**src/rtl/trfmt_pkg.sv**
```systemverilog
package trfmt_pkg;

    localparam int WORD_W = 32;
    localparam int SHORT_TS_W = 11;
    localparam logic [3:0] CODE_LONG = 4'd1;
    localparam logic [WORD_W-1:0] LONG_MARK = {21'h1f_ffff, 11'h7ff};

    typedef enum logic {
        FMT_SHORT = 1'b0,
        FMT_LONG  = 1'b1
    } rec_fmt_e;

    typedef struct packed {
        rec_fmt_e                   fmt;
        logic [WORD_W-1:0]          pfx;
        logic [3:0][WORD_W-1:0]     hdr;
        logic [WORD_W-1:0]          ts;
    } cap_t;

    function automatic rec_fmt_e decode_fmt(input logic [3:0] code);
        return (code == CODE_LONG) ? FMT_LONG : FMT_SHORT;
    endfunction

    function automatic logic [2:0] final_beat(input rec_fmt_e f);
        return (f == FMT_LONG) ? 3'd7 : 3'd3;
    endfunction

    function automatic logic [WORD_W-1:0] pack_short_head(
        input logic [WORD_W-1:0] h0,
        input logic [WORD_W-1:0] ts
    );
        return {h0[30:29], h0[28:24], h0[23], h0[19], h0[16], h0[13],
                h0[9:0], ts[SHORT_TS_W-1:0]};
    endfunction

endpackage

```
**src/rtl/trfmt_tstamp.sv**
```systemverilog
module trfmt_tstamp #(
    parameter int TS_W = 32
) (
    input  logic            clk,
    input  logic            rst,
    output logic [TS_W-1:0] ts_now
);
    always_ff @(posedge clk) begin
        if (rst) ts_now <= '0;
        else     ts_now <= ts_now + 1'b1;
    end
endmodule

```
**src/rtl/trfmt_capture.sv**
```systemverilog
module trfmt_capture
    import trfmt_pkg::*;
#(
    parameter int TS_W = 32
) (
    input  logic                   clk,
    input  logic                   rst,
    input  logic                   trc_en,
    input  logic [3:0]             cfg_fmt,
    input  logic                   accept,
    input  logic [3:0][WORD_W-1:0] hdr_in,
    input  logic                   pfx_valid,
    input  logic [WORD_W-1:0]      pfx_in,
    input  logic [TS_W-1:0]        ts_now,
    output cap_t                   cap_q
);
    logic     en_q;
    rec_fmt_e fmt_q;
    rec_fmt_e fmt_eff;
    logic     en_rise;

    assign en_rise = trc_en && !en_q;
    // A header taken in the enable cycle already sees the new format.
    assign fmt_eff = en_rise ? decode_fmt(cfg_fmt) : fmt_q;

    always_ff @(posedge clk) begin
        if (rst) begin
            en_q  <= 1'b0;
            fmt_q <= FMT_SHORT;
        end else begin
            en_q <= trc_en;
            if (en_rise) fmt_q <= decode_fmt(cfg_fmt);
        end
    end

    always_ff @(posedge clk) begin
        if (rst) begin
            cap_q <= '0;
        end else if (accept) begin
            cap_q.fmt <= fmt_eff;
            cap_q.pfx <= pfx_valid ? pfx_in : '0;
            cap_q.hdr <= hdr_in;
            cap_q.ts  <= WORD_W'(ts_now);
        end
    end
endmodule

```
**src/rtl/trfmt_beat_seq.sv**
```systemverilog
module trfmt_beat_seq
    import trfmt_pkg::*;
(
    input  logic     clk,
    input  logic     rst,
    input  logic     accept,
    input  logic     out_ready,
    input  rec_fmt_e fmt,
    output logic     busy,
    output logic [2:0] beat,
    output logic     last
);
    logic at_end;

    assign at_end = (beat == final_beat(fmt));
    assign last   = busy && at_end;

    always_ff @(posedge clk) begin
        if (rst) begin
            busy <= 1'b0;
            beat <= '0;
        end else if (accept) begin
            busy <= 1'b1;
            beat <= '0;
        end else if (busy && out_ready) begin
            if (at_end) begin
                busy <= 1'b0;
                beat <= '0;
            end else begin
                beat <= beat + 1'b1;
            end
        end
    end
endmodule

```
**src/rtl/trfmt_word_sel.sv**
```systemverilog
module trfmt_word_sel
    import trfmt_pkg::*;
(
    input  cap_t              cap,
    input  logic [2:0]        beat,
    output logic [WORD_W-1:0] word
);
    logic [7:0][WORD_W-1:0] long_w;
    logic [3:0][WORD_W-1:0] short_w;

    assign long_w[0] = LONG_MARK;
    assign long_w[1] = cap.pfx;
    assign long_w[6] = '0;
    assign long_w[7] = cap.ts;
    assign short_w[0] = pack_short_head(cap.hdr[0], cap.ts);

    for (genvar g = 0; g < 4; g++) begin : g_long_hdr
        assign long_w[g+2] = cap.hdr[g];
    end
    for (genvar g = 1; g < 4; g++) begin : g_short_hdr
        assign short_w[g] = cap.hdr[g];
    end

    always_comb begin
        if (cap.fmt == FMT_LONG) word = long_w[beat];
        else                     word = short_w[beat[1:0]];
    end
endmodule

```
**src/rtl/trace_rec_fmt.sv**
```systemverilog
module trace_rec_fmt
    import trfmt_pkg::*;
#(
    parameter int TS_W = 32
) (
    input  logic        clk,
    input  logic        rst,
    input  logic        trc_en,
    input  logic [3:0]  cfg_fmt,
    input  logic        hdr_valid,
    output logic        hdr_ready,
    input  logic [31:0] hdr_dw0,
    input  logic [31:0] hdr_dw1,
    input  logic [31:0] hdr_dw2,
    input  logic [31:0] hdr_dw3,
    input  logic        pfx_valid,
    input  logic [31:0] pfx_dw,
    output logic        rec_valid,
    input  logic        rec_ready,
    output logic [31:0] rec_data,
    output logic        rec_last
);
    if (TS_W < SHORT_TS_W || TS_W > WORD_W) begin : g_bad_ts
        initial $error("TS_W must lie between 11 and 32");
    end

    logic [TS_W-1:0]        ts_now;
    logic                   accept;
    logic                   busy;
    logic [2:0]             beat;
    logic                   rec_is_long;
    logic [3:0][WORD_W-1:0] hdr_in;
    cap_t                   cap_q;

    assign hdr_in      = {hdr_dw3, hdr_dw2, hdr_dw1, hdr_dw0};
    assign hdr_ready   = trc_en && !busy;
    assign accept      = hdr_valid && hdr_ready;
    assign rec_valid   = busy;
    assign rec_is_long = (cap_q.fmt == FMT_LONG);

    trfmt_tstamp #(.TS_W(TS_W)) u_tstamp (
        .clk(clk), .rst(rst), .ts_now(ts_now)
    );

    trfmt_capture #(.TS_W(TS_W)) u_capture (
        .clk(clk), .rst(rst), .trc_en(trc_en), .cfg_fmt(cfg_fmt),
        .accept(accept), .hdr_in(hdr_in), .pfx_valid(pfx_valid),
        .pfx_in(pfx_dw), .ts_now(ts_now), .cap_q(cap_q)
    );

    trfmt_beat_seq u_seq (
        .clk(clk), .rst(rst), .accept(accept), .out_ready(rec_ready),
        .fmt(cap_q.fmt), .busy(busy), .beat(beat), .last(rec_last)
    );

    trfmt_word_sel u_sel (
        .cap(cap_q), .beat(beat), .word(rec_data)
    );
endmodule

```
**config.mk**
```make
export PLATFORM = sky130hd
export DESIGN_NAME = trace_rec_fmt
export DESIGN_NICKNAME = d
export VERILOG_FILES = /design/src/rtl/trfmt_pkg.sv /design/src/rtl/trfmt_tstamp.sv /design/src/rtl/trfmt_capture.sv /design/src/rtl/trfmt_beat_seq.sv /design/src/rtl/trfmt_word_sel.sv /design/src/rtl/trace_rec_fmt.sv
export SDC_FILE = /design/constraint.sdc
export NUM_CORES = 1
export LEC_CHECK = 0
export CAP_MARGIN = 30
export CORE_AREA = 2 2 141 157
export CTS_CLUSTER_SIZE = 20
export DETAILED_ROUTE_END_ITERATION = 10
export DIE_AREA = 0 0 143 159
export PLACE_DENSITY = 0.75
export SETUP_SLACK_MARGIN = 0.02
export SLEW_MARGIN = 10
export SYNTH_ARGS = -nofsm -noshare
export SYNTH_HDL_FRONTEND = slang
export SYNTH_SLANG_ARGS = --single-unit
```
**constraint.sdc**
```tcl
create_clock -name clk -period 2.9 [get_ports clk]
set_input_delay 0.435 -clock clk [delete_from_list [all_inputs] [get_ports clk]]
set_output_delay 0.435 -clock clk [all_outputs]
set_load 0.1 [all_outputs]
```
# == Word-level counts from Yosys, hierarchy flattened ==
# Index checks and enable logic that the tools add are counted.
# Widths: inputs -> output; s select.
# classes
addsub,2
n_lt_le_gt_ge,2
eq_ne,2
n_mux,13
reduce_logical,11
# ops
op,n
$mux 32,4
$bmux 32 s3,1
$bmux 32 s2,1
$add 32x1->32 const B,1
$mux 3,2
$logic_and 1x1->1,5
$mux 1,5
$eq 4x1->1 const B,1
$lt 3x4->1 const B,1
$reduce_bool 2->1,2
$add 3x1->3 const B,1
$eq 3x3->1,1
$lt 2x3->1 const B,1
$logic_not 1->1,2
$reduce_and 2->1,1
$reduce_or 2->1,1
# totals
regBits,231
out_inout_bits,35
elab_cells,42

# == Depth between registers and ports, before layout ==
# Gate-level depths: netlist of run 1.
# depth
depth_word,5
mapped_depth,7
depth_no_buf,5

# == Hierarchy ==
# A second synthesis of run 1 with hierarchy kept.
# hier_totals
hier_cells,1157
hier_area_um2,11647.4
# modules_own_cells
module,instances,cells_per_inst,area_per_inst_um2,seq_area_each_um2
trfmt_capture,1,667,7262.0,3903.7
trfmt_word_sel,1,297,2700.1,0.0
trfmt_tstamp,1,168,1475.2,640.6
trfmt_beat_seq,1,23,195.2,80.1
trace_rec_fmt,1,2,15.0,0.0

# == Worst setup path after synthesis of run 1 ==
# OpenSTA, ideal clock, no wires.
# synth_path
kind,flip-flop to output port
start,reg u_seq.beat[0]
end,out rec_data[11]
arrival_time_ns,3.725
required_ns,2.465
setup_slack_ns,-1.260
stages_incl_launch_ff,7
cell_sequence,dfxtp_1 -> buf_2 -> clkbuf_1 -> clkbuf_1 -> clkbuf_1 -> a21oi_1 -> o21ai_0
# synth_via
elab_chain_cells,3
# synth_rtl
element,line_no,text
from (decl),trfmt_beat_seq.sv:10,"output logic [2:0] beat,"
from (signal assigned),trfmt_beat_seq.sv:30,beat <= beat + 1'b1;
$bmux 32 s3 or $bmux 32 s2 (tied branches),"trfmt_word_sel.sv:25, trfmt_word_sel.sv:26",
"$mux 32, on equally long branches","trfmt_word_sel.sv:25, trfmt_word_sel.sv:26",
$mux 32 (*),trfmt_word_sel.sv:25,if (cap.fmt == FMT_LONG) word = long_w[beat];
to (decl),trace_rec_fmt.sv:20,"output logic [31:0] rec_data,"
# Every way passes the cells marked *; elsewhere a longest branch is shown, timed or not. The select of a mux whose other input is x is not followed.

# == Worst setup path after layout of run 1 ==
# layout_path
start,reg u_seq.beat[1]
end,out rec_data[4]
# The elaborated chain is that of the path after synthesis.

==> results.sh, run 1 <==
export IMPL_outcome="finished, final reports clean"
export IMPL_drtIter0Drc=719
export IMPL_yosysUniqueCellTypes=41
export IMPL_syn_num_nets=1441
export IMPL_crit_chain="buf_12, mux4_2, a21oi_1, o21ai_4, buf_12"
export IMPL_cts_root_buf="clkbuf_16"
export IMPL_io_buffers=204
export IMPL_gr_total_overflow=0
export IMPL_holdCritStartpoint="rst"
export IMPL_initial_core_util_pct=51.1
export IMPL_dp_cells=1675
export IMPL_drc=0
export IMPL_fin_nets=1584
export IMPL_io_pins=205
export IMPL_synth_area_leader_cell="dfxtp_1"
export IMPL_final_cell_mix="365 x nand2_1, 228 x dfxtp_1, 211 x a21oi_1"
export IMPL_hold_viol=0
export IMPL_n_antenna_cell=0
export IMPL_critPathLaunch="u_seq.beat[1]$_SDFFE_PP0P_"
export IMPL_fin_crit_ns=2.76
export IMPL_cpPeakStageDelay_ns=0.56
export IMPL_wl_per_cell_um=18.3
export IMPL_dp_hpwl_mm=21.5
export IMPL_placementRows=56
export IMPL_cp_arrival_ns=2.32
export IMPL_grt_pass1_vias=9472
export IMPL_cp_required_ns=2.47
export IMPL_coreArea_um2=21100
export IMPL_ctsLongestPathBuffers=3
export IMPL_syn_area_um2=10800
export IMPL_drtAntennaViolNets=0
export IMPL_crit_family="multiplexers"
export IMPL_synth_edff_count=0
export IMPL_wl_mm=31.4
export IMPL_rsz0062_at_grt="no"
export IMPL_syn_avg_cell_area_um2=8.50
export IMPL_worstSetupPathType="reg2out"
export IMPL_drive_above_1_share_pct=14.8
export IMPL_synth_seq_cells=231
export IMPL_drv_cap=0
export IMPL_first_pass_iters=7
export IMPL_layout_commonest_cell="nand2_1"
export IMPL_p_leak_nw=4.96
export IMPL_yosys_warnings=0
export IMPL_antenna_found_initial=0
export IMPL_die_area_um2=22700
export IMPL_cp_max_fo=52
export IMPL_gp_congestion=0.848
export IMPL_cts_tree="done"
export IMPL_max_freq_mhz=363
export IMPL_grt_max_degree=116
export IMPL_final_core_util_pct=69.4
export IMPL_n_fill_cell=1620
export IMPL_power_density_nw_per_um2=550
export IMPL_stdcell_count=1720
export IMPL_drv_slew=0
export IMPL_vias=9952
export IMPL_r2r_start="u_tstamp.ts_now[0]$_SDFF_PP0_"
export IMPL_syn_to_final_growth_pct=35.7
export IMPL_fin_tns_setup_ns=0
export IMPL_worstMarginPinSlew_ns=0.614
export IMPL_async_reset_ff_share_pct=0
export IMPL_grt_pass1_wl_mm=50.1
export IMPL_ys_seq_area_share_pct=42.9
export IMPL_htreeDepth=1
export IMPL_die_y_um=159
export IMPL_cpMostUsedCell="buf_12"
export IMPL_min_period_over_period_pct=95.0
export IMPL_start_kind="flop"
export IMPL_track_usage_pct=27.2
export IMPL_placed_area_um2=13800
export IMPL_relSlewSlack_pct=58.9
export IMPL_crit_buf_inv=2
export IMPL_cts_clk_slew_worst_paths_ns=0.06
export IMPL_cts_buffers=24
export IMPL_vias_per_cell=5.79
export IMPL_synthCells=1269
export IMPL_hold_ws_ns=0.305
export IMPL_peakVddDrop_mv=0.409
export IMPL_slowest_stage="mux4_2"
export IMPL_final_area_um2=14600
export IMPL_synth_top_area_share_pct=42.9
export IMPL_setup_viol=0
export IMPL_die_x_um=143
export IMPL_worst_setup_path_end_kind="primary output"
export IMPL_insertion_delay_ns=0.52
export IMPL_holdCritPathClass="in2reg"
export IMPL_finClkSkew_ns=0.0103
export IMPL_synth_main_ff_cell="dfxtp_1"
export IMPL_synth_area_leaders="dfxtp_1 43%, mux4_2 13%, nand2_1 13%, a21oi_1 9.8%, clkbuf_1 3.3%"
export IMPL_clock_sinks=231
export IMPL_postCtsHoldBufs=0
==> area by class of cell <==
cell class,instances,area [um2],area share (%)
clock inverter,12,163,1.11
timing repair buffer,226,2700,18.5
clock buffer,32,682,4.66
inverter,38,145,0.992
multi-input combinational,891,5940,40.6
tap,290,363,2.48
sequential,231,4630,31.7
==> report_power, final <==
part	switching (W)	leakage [nW]	internal (W)
clock network	0.00129	0.418	0.00201
logic	0.000785	2.66	0.000598
registers	0.0000871	1.88	0.00328
total	0.00216	4.96	0.00588
==> registers in the layout, summed over array words and instances, names as in the netlist <==
name             count
u_seq.busy           1
u_tstamp.ts_now     32
u_capture.en_q       1
u_capture.cap_q    193
u_seq.beat           3
u_capture.fmt_q      1
==> cell usage after synthesis, drive strengths merged, types with 11 or more instances <==
cell	instances
a22o	33
buf	13
nand3	11
nor2	20
inv	38
nand2	366
a21oi	211
dfxtp	231
a221oi	32
mux4	63
o21ai	40
clkbuf	96
nand2b	31
==> stage by stage <==
| stage | setup slack (ns) | total power, W |
|---|---|---|
| 2_1_floorplan | 0.00768 | 0.00420 |
| 3_3_place_gp | 0.563 | 0.00479 |
| 3_5_place_dp | 0.493 | 0.00481 |
| 4_1_cts | 0.0610 | 0.00807 |
| 5_1_grt | 0.0595 | 0.00829 |
| 6_report | 0.144 | 0.00804 |
==> repair_timing <==
item	in CTS	in global routing
setup buffers	0	1
setup endpoints to repair	0	10
endpoints found under the hold margin	0	0
resized for setup	0	0
==> layer usage <==
| layer | GRT usage [%] | wire length (um) |
|---|---|---|
| met5 | 0 | 0 |
| met4 | 8.37 | 918 |
| met3 | 4.51 | 2320 |
| met2 | 43.2 | 14900 |
| met1 | 38.0 | 13300 |
==> logic make-up after synthesis <==
kind of cell | after synthesis | share of synthesized area (%)
AOI/OAI and AO/OA | 331 | 18.1
xor gates and xnor gates | 12 | 0.975
adders and majority gates | 2 | 0.232
buffers and inverters | 147 | 5.28
DFF | 231 | 42.9
muxes | 67 | 13.6
and+or+nand+nor | 479 | 19.0
==> worst paths after layout <==
check	cells after the start	to	slack, ns
worst max-delay path	5	rec_data[4]	0.14
worst min-delay path	2	u_capture.cap_q[27]$_SDFFE_PP0P_	0.30
worst max register to register	5	u_tstamp.ts_now[22]$_SDFF_PP0_	0.47
worst min register to register	2	u_capture.cap_q[28]$_SDFFE_PP0P_	0.46
No activity file was read; power rests on OpenSTA's default activity.
==> run 2, diff against run 1 <==
--- a/config.mk
+++ b/config.mk
@@ -6,11 +6,13 @@
 export NUM_CORES = 1
 export LEC_CHECK = 0
 export CAP_MARGIN = 30
-export CORE_AREA = 2 2 141 157
+export CORE_AREA = 2 2 135 150
 export CTS_CLUSTER_SIZE = 20
 export DETAILED_ROUTE_END_ITERATION = 10
-export DIE_AREA = 0 0 143 159
-export PLACE_DENSITY = 0.75
+export DIE_AREA = 0 0 137 152
+export DONT_BUFFER_PORTS = 1
+export GPL_TIMING_DRIVEN = 1
+export PLACE_DENSITY = 0.67
 export SETUP_SLACK_MARGIN = 0.02
 export SLEW_MARGIN = 10
 export SYNTH_ARGS = -nofsm -noshare
==> results.sh, run 2 (synthesized netlist as in run 1, its figures left out) <==
export IMPL_placed_area_um2=11400
export IMPL_gp_congestion=0.813
export IMPL_top_regs="u_capture.cap_q x193, u_tstamp.ts_now x32, u_seq.beat x3"
export IMPL_grt_pass1_wl_mm=45.6
export IMPL_worstMarginPinSlew_ns=0.863
export IMPL_ctsLongestPathBuffers=3
export IMPL_htreeDepth=1
export IMPL_crit_buf_inv=2
export IMPL_grt_max_degree=133
export IMPL_rsz0062_at_grt="yes"
export IMPL_wl_mm=29.6
export IMPL_drv_cap=0
export IMPL_start_kind="flop"
export IMPL_die_y_um=152
export IMPL_cts_tree="done"
export IMPL_n_antenna_cell=0
export IMPL_layout_commonest_cell="nand2_1"
export IMPL_crit_chain="buf_6, buf_8, nand2b_1, a221oi_1, a21oi_1, o21ai_4"
export IMPL_min_period_over_period_pct=97.4
export IMPL_fin_crit_ns=2.83
export IMPL_cts_buffers=25
export IMPL_peakVddDrop_mv=0.516
export IMPL_first_pass_iters=5
export IMPL_grt_pass1_vias=8620
export IMPL_io_buffers=0
export IMPL_die_x_um=137
export IMPL_vias_per_cell=6.07
export IMPL_worstSetupPathType="reg2out"
export IMPL_io_pins=205
export IMPL_fin_nets=1410
export IMPL_finClkSkew_ns=0.0124
export IMPL_n_fill_cell=1635
export IMPL_placementRows=54
export IMPL_reg2reg_depth=5
export IMPL_slowest_stage="o21ai_4"
export IMPL_relSlewSlack_pct=42.3
export IMPL_dp_hpwl_mm=18.8
export IMPL_cts_root_buf="clkbuf_16"
export IMPL_worst_setup_path_end_kind="primary output"
export IMPL_p_leak_nw=4.14
export IMPL_insertion_delay_ns=0.53
export IMPL_cts_clk_slew_worst_paths_ns=0.06
export IMPL_coreArea_um2=19500
export IMPL_holdCritPathClass="in2reg"
export IMPL_syn_to_final_growth_pct=15.2
export IMPL_setup_viol=0
export IMPL_cpPeakStageDelay_ns=0.59
export IMPL_initial_core_util_pct=55.4
export IMPL_crit_family="compound AO/OA/AOI/OAI gates"
export IMPL_clock_sinks=231
export IMPL_drtIter0Drc=539
export IMPL_hold_depth=1
export IMPL_top_register="u_capture.cap_q"
export IMPL_gr_total_overflow=0
export IMPL_power_density_nw_per_um2=595
export IMPL_hold_viol=0
export IMPL_dp_cells=1451
export IMPL_cp_max_fo=20
export IMPL_track_usage_pct=27.5
export IMPL_stdcell_count=1507
export IMPL_largest_reg_flops=193
export IMPL_cp_required_ns=2.47
export IMPL_cp_depth=6
export IMPL_vias=9144
export IMPL_drive_above_1_share_pct=16.3
export IMPL_drtAntennaViolNets=0
export IMPL_final_cell_mix="365 x nand2_1, 228 x dfxtp_1, 210 x a21oi_1"
export IMPL_drv_slew=0
export IMPL_final_area_um2=12400
export IMPL_cp_arrival_ns=2.39
export IMPL_die_area_um2=20800
export IMPL_drc=0
export IMPL_max_freq_mhz=354
export IMPL_antenna_found_initial=0
export IMPL_outcome="finished, final reports clean"
export IMPL_wl_per_cell_um=19.6
-- run 2: area by class of cell --
| class | count | area [um2] | area share [%] |
|---|---|---|---|
| Clock buffer | 34 | 699 | 5.63 |
| Clock inverter | 10 | 82.6 | 0.665 |
| Inverter | 38 | 145 | 1.17 |
| Multi-Input combinational cell | 891 | 5960 | 48.0 |
| Sequential cell | 231 | 4630 | 37.3 |
| Tap cell | 252 | 315 | 2.54 |
| Timing Repair Buffer | 51 | 583 | 4.69 |
-- run 2: final timing paths --
| check | startpoint | end | slack, ns |
|---|---|---|---|
| setup / recovery | u_seq.beat[1]$_SDFFE_PP0P_ | rec_data[9] | 0.07 |
| hold / removal | pfx_dw[12] | u_capture.cap_q[172]$_SDFFE_PP0P_ | 0.03 |
| setup reg to reg | u_tstamp.ts_now[0]$_SDFF_PP0_ | u_tstamp.ts_now[28]$_SDFF_PP0_ | 0.47 |
| hold reg to reg | u_capture.cap_q[42]$_SDFFE_PP0P_ | u_capture.cap_q[42]$_SDFFE_PP0P_ | 0.46 |
-- run 2: repair_timing --
action	CTS	global route
buffers inserted	2	4
setup endpoints to repair	24	20
gates resized for setup	0	5
pin swaps	0	3
hold endpoints to repair	93	0
hold buffers	6	0
-- run 2: metrics by stage --
step           util (%)  setup slack, ns  TNS [ns]  total power (W)  hold WS [ns]
2_1_floorplan         -          0.00768         0          0.00420         0.433
3_3_place_gp       58.7            0.403         0          0.00432         0.439
3_5_place_dp       58.8            0.360         0          0.00434         0.443
4_1_cts            63.5          -0.0317   -0.0675          0.00742        0.0196
5_1_grt            63.8          -0.0191   -0.0236          0.00763        0.0201
6_report           63.8           0.0744         0          0.00739        0.0289
-- run 2: where the power goes --
| group | leakage, nW | internal [W] | total (W) | switching, W |
|---|---|---|---|---|
| Combinational | 1.87 | 0.000264 | 0.000970 | 0.000706 |
| Sequential | 1.88 | 0.00328 | 0.00337 | 0.0000867 |
| Clock | 0.393 | 0.00177 | 0.00305 | 0.00128 |
-- run 2: layer usage --
metal | track usage (%) | vias to the layer above | share of wire [%]
met5 | 0 | - | 0
met4 | 7.22 | 0 | 2.0
met3 | 4.47 | 45 | 6.7
met2 | 45.4 | 267 | 48
met1 | 37.5 | 4451 | 44
li1 | - | 4381 | -
